==> src/rtl/fcpg_pkg.sv <==
// Shared widths and configuration decoding for the forwarded clock pattern
// generator. Assumes the serializer supports word lengths up to 10 bits.
package fcpg_pkg;
    localparam int FACTOR_W = 4;                 // width of the word length code
    localparam int DIVSEL_W = 3;                 // width of the ratio code
    localparam int POS_W    = FACTOR_W;          // word position counter width
    localparam int RATIO_W  = FACTOR_W;          // decoded ratio width

    typedef logic [FACTOR_W-1:0] factor_t;
    typedef logic [DIVSEL_W-1:0] divsel_t;
    typedef logic [POS_W-1:0]    pos_t;
    typedef logic [RATIO_W-1:0]  ratio_t;

    // Map a ratio code to its divide value; 0 means unsupported code.
    function automatic ratio_t decode_ratio(input divsel_t sel);
        case (sel)
            3'd0:    decode_ratio = 4'd1;
            3'd1:    decode_ratio = 4'd2;
            3'd2:    decode_ratio = 4'd4;
            3'd3:    decode_ratio = 4'd8;
            3'd4:    decode_ratio = 4'd10;
            default: decode_ratio = 4'd0;
        endcase
    endfunction

    // True for the word lengths the serializer supports.
    function automatic logic factor_supported(input factor_t f);
        case (f)
            4'd4, 4'd6, 4'd7, 4'd8, 4'd10: factor_supported = 1'b1;
            default:                       factor_supported = 1'b0;
        endcase
    endfunction
endpackage

==> src/rtl/fcpg_cfg_check.sv <==
// Configuration checker: decodes the ratio code and decides whether the
// ratio fits the word length. Purely combinational; inputs assumed static.
module fcpg_cfg_check
    import fcpg_pkg::*;
(
    input  factor_t ser_factor,
    input  divsel_t div_sel,
    output ratio_t  ratio,
    output logic    cfg_ok
);
    ratio_t rem;

    // Decode the ratio and test that it divides the word length.
    always_comb begin
        ratio  = decode_ratio(div_sel);
        rem    = '0;
        cfg_ok = 1'b0;
        if (ratio != '0 && factor_supported(ser_factor)) begin
            rem    = ser_factor % ratio;
            cfg_ok = (rem == '0);
        end
    end
endmodule

==> src/rtl/fcpg_word_counter.sv <==
// Word position counter: tracks the serial bit index within the current
// word, mirroring the load boundary of the data lanes. Assumes ser_factor is
// stable while running; held at zero while the configuration is illegal.
module fcpg_word_counter
    import fcpg_pkg::*;
(
    input  logic    clk_ser,
    input  logic    rst_n,
    input  logic    run,
    input  factor_t ser_factor,
    output pos_t    pos,
    output logic    word_last
);
    assign word_last = (pos == pos_t'(ser_factor - factor_t'(1)));

    // Advance the bit index and wrap it at the end of each word.
    always_ff @(posedge clk_ser) begin
        if (!rst_n || !run)   pos <= '0;
        else if (word_last)   pos <= '0;
        else                  pos <= pos + pos_t'(1);
    end

    assert_wrap_to_zero_R5: assert property (@(posedge clk_ser) disable iff (!rst_n)
        (run && word_last) |=> (pos == '0));
    assert_pos_in_word_R5: assert property (@(posedge clk_ser) disable iff (!rst_n)
        run |-> (pos < ser_factor));
endmodule

==> src/rtl/fcpg_pattern_core.sv <==
// Pattern core: produces the unphased clock bit for the current position.
// Ratio 1 uses position parity; larger ratios use a period counter that
// restarts at every word boundary. Assumes the ratio divides the word length.
module fcpg_pattern_core
    import fcpg_pkg::*;
(
    input  logic   clk_ser,
    input  logic   rst_n,
    input  logic   run,
    input  ratio_t ratio,
    input  pos_t   pos,
    input  logic   word_last,
    output logic   pat_bit
);
    ratio_t per_cnt;
    logic   per_last;

    assign per_last = (per_cnt == ratio - ratio_t'(1));

    // Count bits within one clock period and restart at word boundaries.
    always_ff @(posedge clk_ser) begin
        if (!rst_n || !run)         per_cnt <= '0;
        else if (word_last || per_last) per_cnt <= '0;
        else                        per_cnt <= per_cnt + ratio_t'(1);
    end

    // High for the first half of each period; parity for the ratio 1.
    always_comb begin
        if (ratio == ratio_t'(1)) pat_bit = ~pos[0];
        else                      pat_bit = (per_cnt < (ratio >> 1));
    end

    assert_period_range_R4: assert property (@(posedge clk_ser) disable iff (!rst_n)
        run |-> (per_cnt < ratio));
endmodule

==> src/rtl/fwd_clk_pattern_gen.sv <==
// Forwarded clock pattern generator top: combines the configuration check,
// the word position counter and the pattern core, applies the phase
// inversion and registers the serial bit. Configuration is assumed static
// between resets.
module fwd_clk_pattern_gen
    import fcpg_pkg::*;
(
    input  logic                clk_ser,
    input  logic                rst_n,
    input  logic [FACTOR_W-1:0] ser_factor,
    input  logic [DIVSEL_W-1:0] div_sel,
    input  logic                phase_sel,
    output logic                ser_out,
    output logic                cfg_err
);
    ratio_t ratio;
    logic   cfg_ok;
    pos_t   pos;
    logic   word_last;
    logic   pat_bit;

    fcpg_cfg_check u_cfg (
        .ser_factor (ser_factor),
        .div_sel    (div_sel),
        .ratio      (ratio),
        .cfg_ok     (cfg_ok)
    );

    fcpg_word_counter u_word (
        .clk_ser    (clk_ser),
        .rst_n      (rst_n),
        .run        (cfg_ok),
        .ser_factor (ser_factor),
        .pos        (pos),
        .word_last  (word_last)
    );

    fcpg_pattern_core u_pat (
        .clk_ser    (clk_ser),
        .rst_n      (rst_n),
        .run        (cfg_ok),
        .ratio      (ratio),
        .pos        (pos),
        .word_last  (word_last),
        .pat_bit    (pat_bit)
    );

    // Register the phased serial bit and the error flag.
    always_ff @(posedge clk_ser) begin
        if (!rst_n) begin
            ser_out <= 1'b0;
            cfg_err <= 1'b0;
        end else begin
            ser_out <= cfg_ok ? (pat_bit ^ phase_sel) : 1'b0;
            cfg_err <= ~cfg_ok;
        end
    end

    assert_reset_clears_R1: assert property (@(posedge clk_ser)
        !rst_n |=> (!ser_out && !cfg_err));
    assert_error_holds_low_R7: assert property (@(posedge clk_ser) disable iff (!rst_n)
        cfg_err |-> !ser_out);
    assert_word_start_high_R2: assert property (@(posedge clk_ser) disable iff (!rst_n)
        (cfg_ok && pos == '0 && !phase_sel) |=> ser_out);
    assert_word_start_inverted_R6: assert property (@(posedge clk_ser) disable iff (!rst_n)
        (cfg_ok && pos == '0 && phase_sel) |=> !ser_out);
endmodule

==> config.mk <==
export PLATFORM = sky130hd
export DESIGN_NAME = fwd_clk_pattern_gen
export DESIGN_NICKNAME = d
export VERILOG_FILES = /design/src/rtl/fcpg_pkg.sv /design/src/rtl/fcpg_cfg_check.sv /design/src/rtl/fcpg_word_counter.sv /design/src/rtl/fcpg_pattern_core.sv /design/src/rtl/fwd_clk_pattern_gen.sv
export SDC_FILE = /design/constraint.sdc
export NUM_CORES = 1
export LEC_CHECK = 0
export BUFFER_PORTS_ARGS = -buffer_cell sky130_fd_sc_hd__buf_2
export CAP_MARGIN = 15
export CORE_ASPECT_RATIO = 0.9
export CORE_UTILIZATION = 59
export CTS_CLUSTER_DIAMETER = 50
export DETAILED_ROUTE_END_ITERATION = 7
export HOLD_SLACK_MARGIN = 0.12
export PLACE_DENSITY = 0.8
export SYNTH_ARGS = -nofsm -noshare
export SYNTH_HDL_FRONTEND = slang
export SYNTH_SLANG_ARGS = --single-unit
==> constraint.sdc <==
create_clock -name clk_ser -period 6.16 [get_ports clk_ser]
set_input_delay 0.308 -clock clk_ser [delete_from_list [all_inputs] [get_ports clk_ser]]
set_output_delay 0.308 -clock clk_ser [all_outputs]
set_load 0.01 [all_outputs]
==> reports/qor.csv <==
stage,metric,value,unit
yosys,postSynthAreaPerCell,8.81,µm²
timing,skew,4.37,ps
cts,cts_tree,built,
cts,cts_setup_buffers,0,
place,hpwlAfterDp,2.00,mm
timing,post-route-period-util,90.0,%
global_route,grt_pass1_vias,959,
final_layout,nNetsFinal,185,
yosys,async_flop_share,0,%
yosys,synth_top_family_by_area,adder cells,
final_layout,antenna_cells,0,
drt,firstDrtPassIters,4,
yosys,yosys.cell_types.count,41,
drt,routed_wl,2.48,mm
critical_path,cp-start-kind,primary input,
cts,cts.hold.buffers_added,0,
drt,vias,1021,
critical_path,cp-end-kind,flop,
cts,cts.sinks,10,
timing,tightest_slew,713,ps
worst_hold_path,hold_path_class,primary input to flop,
yosys,syn-cell-area,0.00122,mm²
drt,final_antenna_net_count,0,
pwr,comb_power_share,54.1,%
yosys,yosys.area_share.simple,20.9,%
timing,fmax,180,MHz
critical_path,cp.required,6320,ps
pwr,peakVddDrop,0.153,mV
pwr,p_leak,0.575,nW
pwr,p_switching,0.0912,mW
place,placed_area,0.00129,mm²
global_route,antenna_found_initial,0,
yosys,seq_area_frac_synth,16.3,%
timing,min_period,5550,ps
critical_path,worstPathMaxFanout,10,
critical_path,worstPathArrival,5710,ps
timing,timing.hold.ws,276,ps
pwr,p_per_area,183,mW/mm²
pwr,pwr-share-seq,27.5,%
final_layout,drive_gt1_share,14.6,%
yosys,syn-num-nets,171,
yosys,yosys_warnings,0,
cts,clock_path_buffers,2,
floorplanning,design.die.area,0.00226,mm²
pwr,intPower,0.149,mW
final_layout,finalInstanceArea,0.00132,mm²
yosys,synth_compound_area_share,19.9,%
yosys,synth-xor-area-share,13.6,%
floorplanning,dieHeight,45.2,µm
drt,drt-vias-per-instance,5.80,
critical_path,worstPathCellList,"buf_2, or3_2, ha_1, a2bb2oi_1, ha_1, or4b_1, a211oi_1, nor2_1, ha_1, a21o_1, o221a_2, a21o_1, o21a_1, ha_1, a211o_1, or4_1, o32a_1, and2_1",
floorplanning,coreArea,0.00193,mm²
global_route,grt_usage,24.8,%
run,cap_violations,0,
yosys,synth_adder_area_share,23.1,%
timing,finalSetupTns,0,ps
yosys,yosysTopAreaCellShare,21.5,%
yosys,synth-edff-count,0,
critical_path,cp_slowest_cell,or3_2,
timing,slew_violations,0,
cts,cts_buffers,3,
cts,cts.htree.levels,1,
final_layout,seqCellArea,200,µm²
timing,maxSlewHeadroom,51.9,%
drt,drt_iter0_markers,37,
outcome,status,"complete, no violations",
yosys,syn_inst,139,
global_route,grt_pass1_wl,4.17,mm
yosys,yosys_most_used_dff,dfxtp_1,
final_layout,syn_to_final_growth,7.35,%
cts,clk_latency,260,ps
pwr,swShare,38.0,%
yosys,synth.mux.area_fraction,2.45,%
drt,drc_errors,0,
critical_path,cpMostUsedCell,ha_1,
floorplanning,die_w,50.0,µm
cts,clockRootBuffer,clkbuf_4,
critical_path,cpPeakStageDelay,580,ps
cts,clk_pin_slew,60,ps
floorplanning,num_rows,15,
yosys,synth-seq-cells,10,
drt,wl_per_cell,14.1,µm
place,gp_congestion,0.851,
timing,rsz0062_at_grt,no,
cts,ctsResizeCount,0,
final_layout,multi_input_area,980,µm²
final_layout,nFillCells,156,
timing,setup_viol,0,
yosys,ys_top_cells_by_area,"ha_1 (21%), dfxtp_1 (16%), xnor2_1 (10%)",
critical_path,crit_type,primary input to flop,
global_route,grt_max_degree,11,
place,port_buffers,11,
pwr,pwr-share-clk,18.4,%
yosys,yosysTopAreaCell,ha_1,
global_route,grt_remaining_overflow,0,
floorplanning,start_util,63.4,%
timing,hold_violations,0,
floorplanning,io-pin-count,12,
## stage by stage
step / utilization [%] / setup WS [ps] / instances / power [mW]
2_1_floorplan: - / 866 / 139 / 0.170
3_3_place_gp: 66.9 / 549 / 173 / 0.190
3_5_place_dp: 66.9 / 398 / 173 / 0.195
4_1_cts: 68.0 / 657 / 176 / 0.240
5_1_grt: 68.0 / 354 / 176 / 0.256
6_report: 68.0 / 614 / 176 / 0.240
## power groups by stage
stage	sequential, mW	combinational, mW	clock, mW
after CTS	0.0660	0.129	0.0456
after floorplan	0.0677	0.102	0
after global routing	0.0661	0.143	0.0475
after detailed placement	0.0675	0.128	0
after global placement	0.0675	0.122	0
final	0.0660	0.130	0.0441
## state kept, by name (all words and copies together), names as in the netlist
name           cells
cfg_err            1
u_pat.per_cnt      4
u_word.pos         4
ser_out            1
## cells by family after synthesis
family	count (synthesis)
muxes	3
and+or+nand+nor	45
xor gates and xnor gates	19
adders and majority gates	22
DFF	10
buffers and inverters	9
AOI/OAI and AO/OA	31
## metal layers
metal	vias up	share of wire, %	GRT usage (%)
met3	2	4.5	6.73
met2	24	47	42.4
met1	469	48	30.7
met5	-	0	0
met4	0	0.40	6.86
li1	526	-	-
## critical path, delay by kind of cell
| kind | cells | cell delay (ps) |
|---|---|---|
| simple gates | 5 | 1830 |
| compound gates | 8 | 2140 |
| fa+ha+maj | 4 | 1280 |
| buf+inv | 1 | 140 |
## layout by cell type (no fill, tap or decap), types with 2 or more instances in the layout
cell,n
nor2_1,11
a21oi_1,5
mux2i_1,3
nand2_1,9
buf_2,11
xnor2_1,14
o21ai_0,7
ha_1,21
nand2b_1,2
nor3b_1,2
nor2b_1,2
nor3b_2,3
and2_1,2
a21o_1,4
nor3_1,6
xor2_1,5
inv_1,7
clkbuf_4,3
a211o_1,2
dfxtp_1,10
nand3_1,2
## worst paths after layout
kind | from | to | slack (ps) | depth (start not counted)
setup / recovery | div_sel[1] | cfg_err | 610 | 18
hold / removal | rst_n | cfg_err | 280 | 2
setup reg to reg | u_pat.per_cnt[2] | u_pat.per_cnt[2] | 4540 | 4
hold reg to reg | u_word.pos[0] | u_word.pos[0] | 550 | 1
## layout make-up
class                           count  share of cell area, %
Multi-Input combinational cell    120                   74.5
Timing Repair Buffer               11                   4.19
Clock buffer                        3                   1.71
Inverter                            7                   2.00
Tap cell                           25                   2.38
Sequential cell                    10                   15.2
## Yosys cell counts, types with 2 or more instances
| cell type | number |
|---|---|
| xnor2_1 | 14 |
| nor2_1 | 11 |
| mux2i_1 | 3 |
| nand3_1 | 2 |
| inv_1 | 7 |
| a21oi_1 | 5 |
| ha_1 | 21 |
| and2_1 | 2 |
| nand2b_1 | 2 |
| a21o_1 | 4 |
| dfxtp_1 | 10 |
| xor2_1 | 5 |
| nor3_1 | 6 |
| nor3b_2 | 3 |
| nor3b_1 | 2 |
| nor2b_1 | 2 |
| nand2_1 | 9 |
| a211o_1 | 2 |
| o21ai_0 | 7 |
(Power assumes the default switching activity.)
